`config.mk`:
```
export PLATFORM = sky130hd
export DESIGN_NAME = wcp_poller
export DESIGN_NICKNAME = d
export VERILOG_FILES = /design/src/rtl/wcp_pkg.sv /design/src/rtl/wcp_span_cnt.sv /design/src/rtl/wcp_detect.sv /design/src/rtl/wcp_poller.sv
export SDC_FILE = /design/constraint.sdc
export NUM_CORES = 1
export LEC_CHECK = 0
export CAP_MARGIN = 20
export CORE_MARGIN = 5
export CORE_UTILIZATION = 62
export DETAILED_ROUTE_END_ITERATION = 12
export DONT_BUFFER_PORTS = 1
export GPL_TIMING_DRIVEN = 1
export PLACE_DENSITY = 0.78
export SLEW_MARGIN = 5
export SYNTH_ARGS = -nofsm -noshare
export SYNTH_HDL_FRONTEND = slang
export SYNTH_SLANG_ARGS = --single-unit
```
`constraint.sdc`:
```
create_clock -name clk -period 2 [get_ports clk]
set_input_delay 0.1 -clock clk [delete_from_list [all_inputs] [get_ports clk]]
set_output_delay 0.1 -clock clk [all_outputs]
set_load 0.05 [all_outputs]
```
`src/rtl/wcp_pkg.sv`:
```
package wcp_pkg;

    parameter int unsigned ADDR_W    = 17;
    parameter int unsigned DATA_W    = 8;
    parameter int unsigned DPOLL_BIT = 7;   // inverted while programming
    parameter int unsigned TPOLL_BIT = 6;   // flips on each read while programming

    typedef enum logic [2:0] {
        ST_IDLE,
        ST_GUARD,
        ST_READ,
        ST_GAP,
        ST_HOLD
    } wcp_state_e;

    typedef enum logic {
        MODE_DATA   = 1'b0,
        MODE_TOGGLE = 1'b1
    } wcp_mode_e;

    typedef struct packed {
        wcp_mode_e           mode;
        logic [ADDR_W-1:0]   addr;
        logic                ref_bit;
    } wcp_job_t;

    function automatic int unsigned cyc_max(int unsigned a, int unsigned b);
        return (a > b) ? a : b;
    endfunction

endpackage

```
`src/rtl/wcp_span_cnt.sv`:
```
module wcp_span_cnt #(
    parameter int unsigned LIMIT = 16
) (
    input  logic clk,
    input  logic rst,
    input  logic clr,
    input  logic en,
    output logic at_limit
);
    localparam int unsigned W = (LIMIT < 2) ? 1 : $clog2(LIMIT + 1);

    logic [W-1:0] cnt;

    assign at_limit = (cnt == W'(LIMIT - 1));

    always_ff @(posedge clk) begin
        if (rst || clr) begin
            cnt <= '0;
        end else if (en && !at_limit) begin
            cnt <= cnt + 1'b1;
        end
    end
endmodule

```
`src/rtl/wcp_detect.sv`:
```
module wcp_detect
    import wcp_pkg::*;
(
    input  logic      clk,
    input  logic      rst,
    input  logic      clr,
    input  logic      smp,
    input  wcp_mode_e mode,
    input  logic      ref_bit,
    input  logic      dpoll_bit,
    input  logic      tpoll_bit,
    output logic      hit
);
    logic prev_ok;
    logic prev_tb;

    always_comb begin
        if (mode == MODE_DATA) begin
            hit = smp && (dpoll_bit == ref_bit);
        end else begin
            hit = smp && prev_ok && (tpoll_bit == prev_tb);
        end
    end

    always_ff @(posedge clk) begin
        if (rst || clr) begin
            prev_ok <= 1'b0;
            prev_tb <= 1'b0;
        end else if (smp) begin
            prev_ok <= 1'b1;
            prev_tb <= tpoll_bit;
        end
    end
endmodule

```
`src/rtl/wcp_poller.sv`:
```
module wcp_poller
    import wcp_pkg::*;
#(
    parameter int unsigned GUARD_CYC    = 2,
    parameter int unsigned ADDR_ACC_CYC = 15,
    parameter int unsigned OE_ACC_CYC   = 7,
    parameter int unsigned GAP_CYC      = 2,
    parameter int unsigned NEXT_WR_CYC  = 1250,
    parameter int unsigned TIMEOUT_CYC  = 1300000
) (
    input  logic              clk,
    input  logic              rst,
    input  logic              start_i,
    input  logic              mode_i,
    input  logic [ADDR_W-1:0] last_addr_i,
    input  logic [DATA_W-1:0] last_data_i,
    input  logic [DATA_W-1:0] bus_data_i,
    output logic              ce_n_o,
    output logic              oe_n_o,
    output logic [ADDR_W-1:0] addr_o,
    output logic              busy_o,
    output logic              done_o,
    output logic              timeout_o,
    output logic              write_ok_o
);
    localparam int unsigned READ_CYC = cyc_max(ADDR_ACC_CYC, OE_ACC_CYC);
    localparam int unsigned PH_MAX   =
        cyc_max(cyc_max(GUARD_CYC, READ_CYC), cyc_max(GAP_CYC, NEXT_WR_CYC));
    localparam int unsigned PH_W     = $clog2(PH_MAX + 1);

    wcp_state_e      state, nxt;
    wcp_job_t        job;
    logic [PH_W-1:0] ph_cnt;
    logic [PH_W-1:0] ph_lim;
    logic            ph_end;
    logic            accept, polling, smp, hit, tmo_hit;
    logic            fin_done, fin_tmo;

    assign accept  = (state == ST_IDLE) && start_i;
    assign polling = (state == ST_GUARD) || (state == ST_READ) || (state == ST_GAP);

    always_comb begin
        case (state)
            ST_GUARD: ph_lim = PH_W'(GUARD_CYC);
            ST_READ:  ph_lim = PH_W'(READ_CYC);
            ST_GAP:   ph_lim = PH_W'(GAP_CYC);
            ST_HOLD:  ph_lim = PH_W'(NEXT_WR_CYC);
            default:  ph_lim = PH_W'(1);
        endcase
    end
    assign ph_end = (ph_cnt == ph_lim - 1'b1);

    wcp_span_cnt #(.LIMIT(TIMEOUT_CYC)) u_tmo (
        .clk      (clk),
        .rst      (rst),
        .clr      (accept),
        .en       (polling),
        .at_limit (tmo_hit)
    );

    wcp_detect u_det (
        .clk       (clk),
        .rst       (rst),
        .clr       (accept),
        .smp       (smp),
        .mode      (job.mode),
        .ref_bit   (job.ref_bit),
        .dpoll_bit (bus_data_i[DPOLL_BIT]),
        .tpoll_bit (bus_data_i[TPOLL_BIT]),
        .hit       (hit)
    );

    always_comb begin
        nxt      = state;
        smp      = 1'b0;
        fin_done = 1'b0;
        fin_tmo  = 1'b0;
        case (state)
            ST_IDLE:  if (start_i) nxt = ST_GUARD;
            ST_GUARD: if (ph_end)  nxt = ST_READ;
            ST_READ:  if (ph_end)  smp = 1'b1;
            ST_GAP:   if (ph_end)  nxt = ST_READ;
            ST_HOLD:  if (ph_end)  nxt = ST_IDLE;
            default:               nxt = ST_IDLE;
        endcase
        if (hit) begin
            fin_done = 1'b1;
            nxt      = ST_HOLD;
        end else if (polling && tmo_hit) begin
            fin_tmo  = 1'b1;
            nxt      = ST_HOLD;
        end else if (smp) begin
            nxt      = ST_GAP;
        end
    end

    always_ff @(posedge clk) begin
        if (rst) begin
            state     <= ST_IDLE;
            ph_cnt    <= '0;
            job       <= '0;
            done_o    <= 1'b0;
            timeout_o <= 1'b0;
        end else begin
            state     <= nxt;
            ph_cnt    <= (nxt != state) ? '0 : ph_cnt + 1'b1;
            done_o    <= fin_done;
            timeout_o <= fin_tmo;
            if (accept) begin
                job.mode    <= wcp_mode_e'(mode_i);
                job.addr    <= last_addr_i;
                job.ref_bit <= last_data_i[DPOLL_BIT];
            end
        end
    end

    assign ce_n_o     = (state != ST_READ);
    assign oe_n_o     = (state != ST_READ);
    assign addr_o     = job.addr;
    assign busy_o     = (state != ST_IDLE);
    assign write_ok_o = (state == ST_IDLE);
endmodule

```
# Word level (Yosys, flattened, before mapping)
# Cells that the tools add are included.
[totals]
ff_bits = 58
in_bits = 37
wordCells = 51
[op_classes]
eq_ne = 10
addsub = 3
muxes = 13
reduce_logical = 15
[ops]
columns = ["cell", "n"]
rows = [
  ["case mux 11 bit (3 select lines)", 1],
  ["adder 21 x 1 -> 21 bit (second input constant)", 1],
  ["equality test 21 bit (second input constant)", 1],
  ["two-way mux 3 bit", 6],
  ["case mux 3 bit (4 select lines)", 1],
  ["adder 11 x 1 -> 11 bit (second input constant)", 1],
  ["equality test 11 bit", 1],
  ["subtractor 11 x 1 -> 11 bit (second input constant)", 1],
  ["equality test 3 x 2 -> 1 bit (second input constant)", 2],
  ["logical AND 1 bit", 6],
  ["OR reduction 2 bit", 3],
  ["two-way mux 1 bit", 5],
  ["equality test 3 x 1 -> 1 bit (second input constant)", 1],
  ["equality test 3 bit (second input constant)", 1],
  ["logical NOT 3 bit", 1],
  ["logical OR 1 bit", 3],
  ["!= test 3 x 2 -> 1 bit (second input constant)", 1],
  ["!= test 3 bit", 1],
  ["nonzero test 3 bit", 1],
  ["equality test 1 bit", 2],
  ["logical NOT 1 bit", 1],
]

# Depth between registers and ports, before layout
[logic_depth]
ltp_word = 13
depth_mapped = 7
mapped_depth_nobuf = 6

# By module
# A second synthesis with hierarchy kept.
[hier_totals]
hier_cells = 346
area_unflattened_um2 = 2881.5
[modules_own_cells]
columns = ["module", "seq_area_each_um2", "cells_per_inst", "instances", "area_each_um2"]
rows = [
  ["wcp_poller", 700.7, 209, 1, 1706.6],
  ["wcp_span_cnt", 420.4, 126, 1, 1063.5],
  ["wcp_detect", 40.0, 11, 1, 111.4],
]

# Worst setup path before layout
# Ideal clock, no wire load.
[synth_timing]
kind = "reg-to-reg"
from = "reg state[0]"
to = "reg ph_cnt[10]"
arrival_ns = 1.979
required_time_ns = 1.912
setup_time_ns = 0.088
path_stages_with_launch = 8
slack_ns = -0.067
synth_period_minus_slack_ns = 2.067
cell_sequence = "dfxtp_1 or3_1 inv_2 and2_1 a211oi_1 a21oi_2 buf_6 nor4_2"
[synth_via]
word_cells_on_any_way = 27
classes_between = "add/sub: 1; eq/ne: 6; mux: 11; reduce/logical: 9"
[synth_lines]
columns = ["item", "line_no", "text"]
rows = [
  ["from (decl)", "wcp_poller.sv:31", "wcp_state_e state, nxt;"],
  ["from (signal assigned)", "wcp_poller.sv:105", "state <= nxt;"],
  ["logical NOT 3 bit", "-", ""],
  ["named net write_ok_o", "wcp_poller.sv:24", "output logic write_ok_o"],
  ["case mux 3 bit (4 select lines)", "wcp_poller.sv:78", "case (state)"],
  ["two-way mux 3 bit", "wcp_poller.sv:92", "end else if (smp) begin"],
  ["two-way mux 3 bit", "wcp_poller.sv:89", "end else if (polling && tmo_hit) begin"],
  ["two-way mux 3 bit", "wcp_poller.sv:86", "if (hit) begin"],
  ["!= test 3 bit", "wcp_poller.sv:106", "ph_cnt <= (nxt != state) ? '0 : ph_cnt + 1'b1;"],
  ["OR reduction 2 bit (no line)", "-", ""],
  ["to (signal assigned)", "wcp_poller.sv:106", ""],
  ["to (decl)", "wcp_poller.sv:33", "logic [PH_W-1:0] ph_cnt;"],
]
# The timed path passes the listed nets, and every way through them passes these cells.
# A chain may end at the register's enable or synchronous reset.

# Worst setup path in the final report
[layout_timing]
from = "reg ph_cnt[7]"
to = "reg state[1]"
[layout_via]
elab_chain_cells = 7
word_cells_on_any_way = 13
classes_between = "eq/ne: 1; mux: 9; reduce/logical: 3"
[layout_lines]
columns = ["item", "line_no", "text"]
rows = [
  ["equality test 11 bit *", "wcp_poller.sv:51", "assign ph_end = (ph_cnt == ph_lim - 1'b1);"],
  ["branches (longest 5 deep; another with case mux 3 bit (4 select lines))", "-", ""],
  ["two-way mux 3 bit *", "wcp_poller.sv:86", ""],
]
# Every way passes the cells marked *.

==> summary.md <==
| Metric | Value |
|---|---|
| Status | completed |
| Setup Viol. Count Final | 0 |
| Via density | 6.03 |
| Period utilisation layout | 0.961 |
| Sequential share of power | 0.481 |
| Minimum clock period | 1.92 ns |
| Clock skew | 0.00718 ns |
| Final WL | 6830 µm |
| Setup WS pre-CTS | 0.136 ns |
| TritonCTS Buffers | 9 |
| Yosys Warn Count | 0 |
| Worst-skew pair later-pin latency | 0.35 ns |
| GPL Wtd Cong | 0.808 |
| RSZ-0062 raised after global routing | no |
| Worst setup margin | 0.0778 ns |
| Post-synth net total | 354 |
| Pint | 1930 µW |
| Post-Syn Area per Cell | 8.69 µm² |
| Post-synthesis sequential area ratio | 0.424 |
| Ant diodes | 0 |
| WP data arrival | 2.15 ns |
| Hold crit path type | in2reg |
| Max VDD drop | 0.634 mV |
| #FFs+latches synth | 58 |
| Root Buffer | clkbuf_8 |
| Gate power share | 0.149 |
| Worst-Margin Slew | 0.975 ns |
| Crit end category | flip-flop |
| Critical path class | reg2reg |
| Crit path required time | 2.23 ns |
| Register area | 1160 µm² |
| Final hold vios | 0 |
| Nets@finish | 392 |
| Post-synth EDFFs | 0 |
| Rows | 24 |
| Max transition margin | 0.348 |
| Leakage Power | 0.00119 µW |
| DIE HEIGHT | 76.4 µm |
| Asr flop ratio synth | 0 |
| Total gr overflow | 0 |
| Clk network pwr share | 0.370 |
| Mapped cell area | 2740 µm² |
| Setup TNS Final | 0 ns |
| CTS H-tree depth | 3 |
| Drt pass-1 iters | 4 |
| CTS tree | done |
| Fraction of layout cells with a size suffix above 1 | 0.176 |
| DRT antenna net count | 0 |
| DRT iter0 DRCs | 184 |
| Initial antenna violation count | 0 |
| Largest net degree at the start of global routing | 27 |
| Synth Flop Type | dfxtp_1 |
| Vias | 2471 |
| Wire per inst | 16.6 µm |
| Placed wire-length estimate | 4140 µm |
| Setup bufs post-CTS | 0 |
| Clk pin slew, worst setup/hold paths | 0.07 ns |
| GR Util All Layers | 0.243 |
| Switching pwr | 880 µW |
| Max Buffers Root-to-Sink | 2 |
| Fill cells | 281 |
| Post-Synthesis Cells | 315 |
| Die outline area | 5840 µm² |
| Global-route wire length before repair | 11700 µm |
| Achievable Freq | 520 MHz |
| Io pins | 60 |
| Max Cap Violations | 0 |
| Ratio of total power to cell area | 850 nW/µm² |
| Multi-input gate area | 1470 µm² |
| Synthesis-to-layout area growth | 21.0% |
| Die width | 76.4 µm |
| Number of global-route vias before repair | 2507 |
| Worst setup SP type | flip-flop |
| Slew Limit Fails | 0 |
| Synth cell types | 52 |
| Port Buf Inserts | 0 |
| Sink Count | 58 |
| Crit-path max FO | 10 |
| Final Core Density | 0.766 |
| DRC errors left | 0 |
| Initial Util | 0.633 |
| Sw frac | 0.313 |
| Core Area | 4320 µm² |
## critical path, stage by stage (launching register included)
cell	delay [ns]
dfxtp_1	0.35
or4_4	0.57
nor2_1	0.25
nand3_1	0.21
nand2b_1	0.20
buf_12	0.16
a211oi_1	0.05
## cell usage in the layout, fill, tap and decap left out, drive strengths merged, types with 3 or more instances in the layout
| cell type | n |
|---|---|
| dfxtp | 58 |
| nand2 | 49 |
| a21oi | 30 |
| nor2 | 26 |
| buf | 23 |
| dlygate4sd3 | 21 |
| nand3 | 18 |
| xor2 | 14 |
| or3 | 12 |
| nor4 | 12 |
| nand4 | 10 |
| clkbuf | 10 |
| o21ai | 10 |
| xnor2 | 7 |
| and3 | 5 |
| inv | 5 |
| o211ai | 5 |
| nor3 | 5 |
| clkinv | 4 |
| nor4b | 4 |
| a211oi | 3 |
| mux2i | 3 |
## flip-flops by register name, indices dropped and copies added (netlist names)
name,count
u_tmo.cnt,21
job,2
addr_o,17
u_det.prev_ok,1
u_det.prev_tb,1
timeout_o,1
ph_cnt,11
state,3
done_o,1
## power groups by stage
stage / Clock, µW / Combinational [µW] / Sequential [µW]
CTS: 1040 / 403 / 1350
floorplan: 0 / 289 / 1360
finish: 1040 / 418 / 1350
global route: 1110 / 449 / 1360
global placement: 0 / 353 / 1370
detailed placement: 0 / 360 / 1370
## final timing paths
check / startpoint / end / slack [ns] / depth (start not counted)
worst max-delay path: ph_cnt[7] / state[1] / 0.08 / 6
worst min-delay path: rst / u_tmo.cnt[20] / 0.11 / 3
worst max register to register: ph_cnt[7] / state[1] / 0.08 / 6
worst min register to register: u_det.prev_ok / u_det.prev_ok / 0.49 / 2
## layer usage
layer  global-route usage  vias up  part of all wire  wire length (µm)
met4                0.114        0             0.022               147
met3               0.0733       18             0.082               561
met2                0.395       99              0.47              3180
met5                    0        -                 0                 0
li1                     -     1190                 -                 -
met1                0.293     1164              0.43              2940
## through the flow
| stage | hold slack [ns] | instance area [µm²] | power [µW] | instances |
|---|---|---|---|---|
| after global placement | 0.171 | 2910 | 1730 | 373 |
| final | 0.114 | 3310 | 2810 | 410 |
| after CTS | 0.108 | 3310 | 2790 | 410 |
| after global routing | 0.137 | 3310 | 2910 | 410 |
| after floorplan | 0.236 | 2740 | 1650 | 315 |
| after detailed placement | 0.174 | 2910 | 1730 | 373 |
## repair_timing
item                                   in CTS  in global routing
hold buffers                               21                  0
endpoints found under the hold margin      27                  0
setup endpoints to repair                   0                  4
gates resized for setup                     0                  1
## area by class of cell
cell class,count,share of cell area
Sequential cell,58,0.351
Tap cell,52,0.0197
Multi-Input combinational cell,235,0.444
Clock inverter,6,0.0174
Timing Repair Buffer,44,0.124
Clock buffer,10,0.0385
Inverter,5,0.00567
## cells in the mapped netlist, types with 4 or more instances
library cell  number  area share
xnor2_1            7       0.022
nand2_1           49       0.067
clkbuf_1          10       0.014
nor4_2            11       0.050
and3_1             5       0.011
xor2_1            14       0.045
or3_1             12       0.027
dfxtp_1           58        0.42
a21oi_1           29       0.053
o21ai_1            5      0.0091
o21ai_0            5      0.0091
nand3_1           17       0.031
nor2_1            26       0.036
inv_1              4      0.0055
nand4_1            9       0.021
## kinds of logic (layout without fill, tap and decap cells)
family | after synthesis | in the layout | share of synthesized area
simple gates | 154 | 154 | 0.322
fa+ha+maj | 2 | 2 | 0.00914
buf+inv | 22 | 65 | 0.0407
compound gates | 55 | 55 | 0.121
mux | 3 | 3 | 0.0155
xor+xnor | 21 | 21 | 0.0672
flops | 58 | 58 | 0.424
Power figures use the tool's default switching activity.
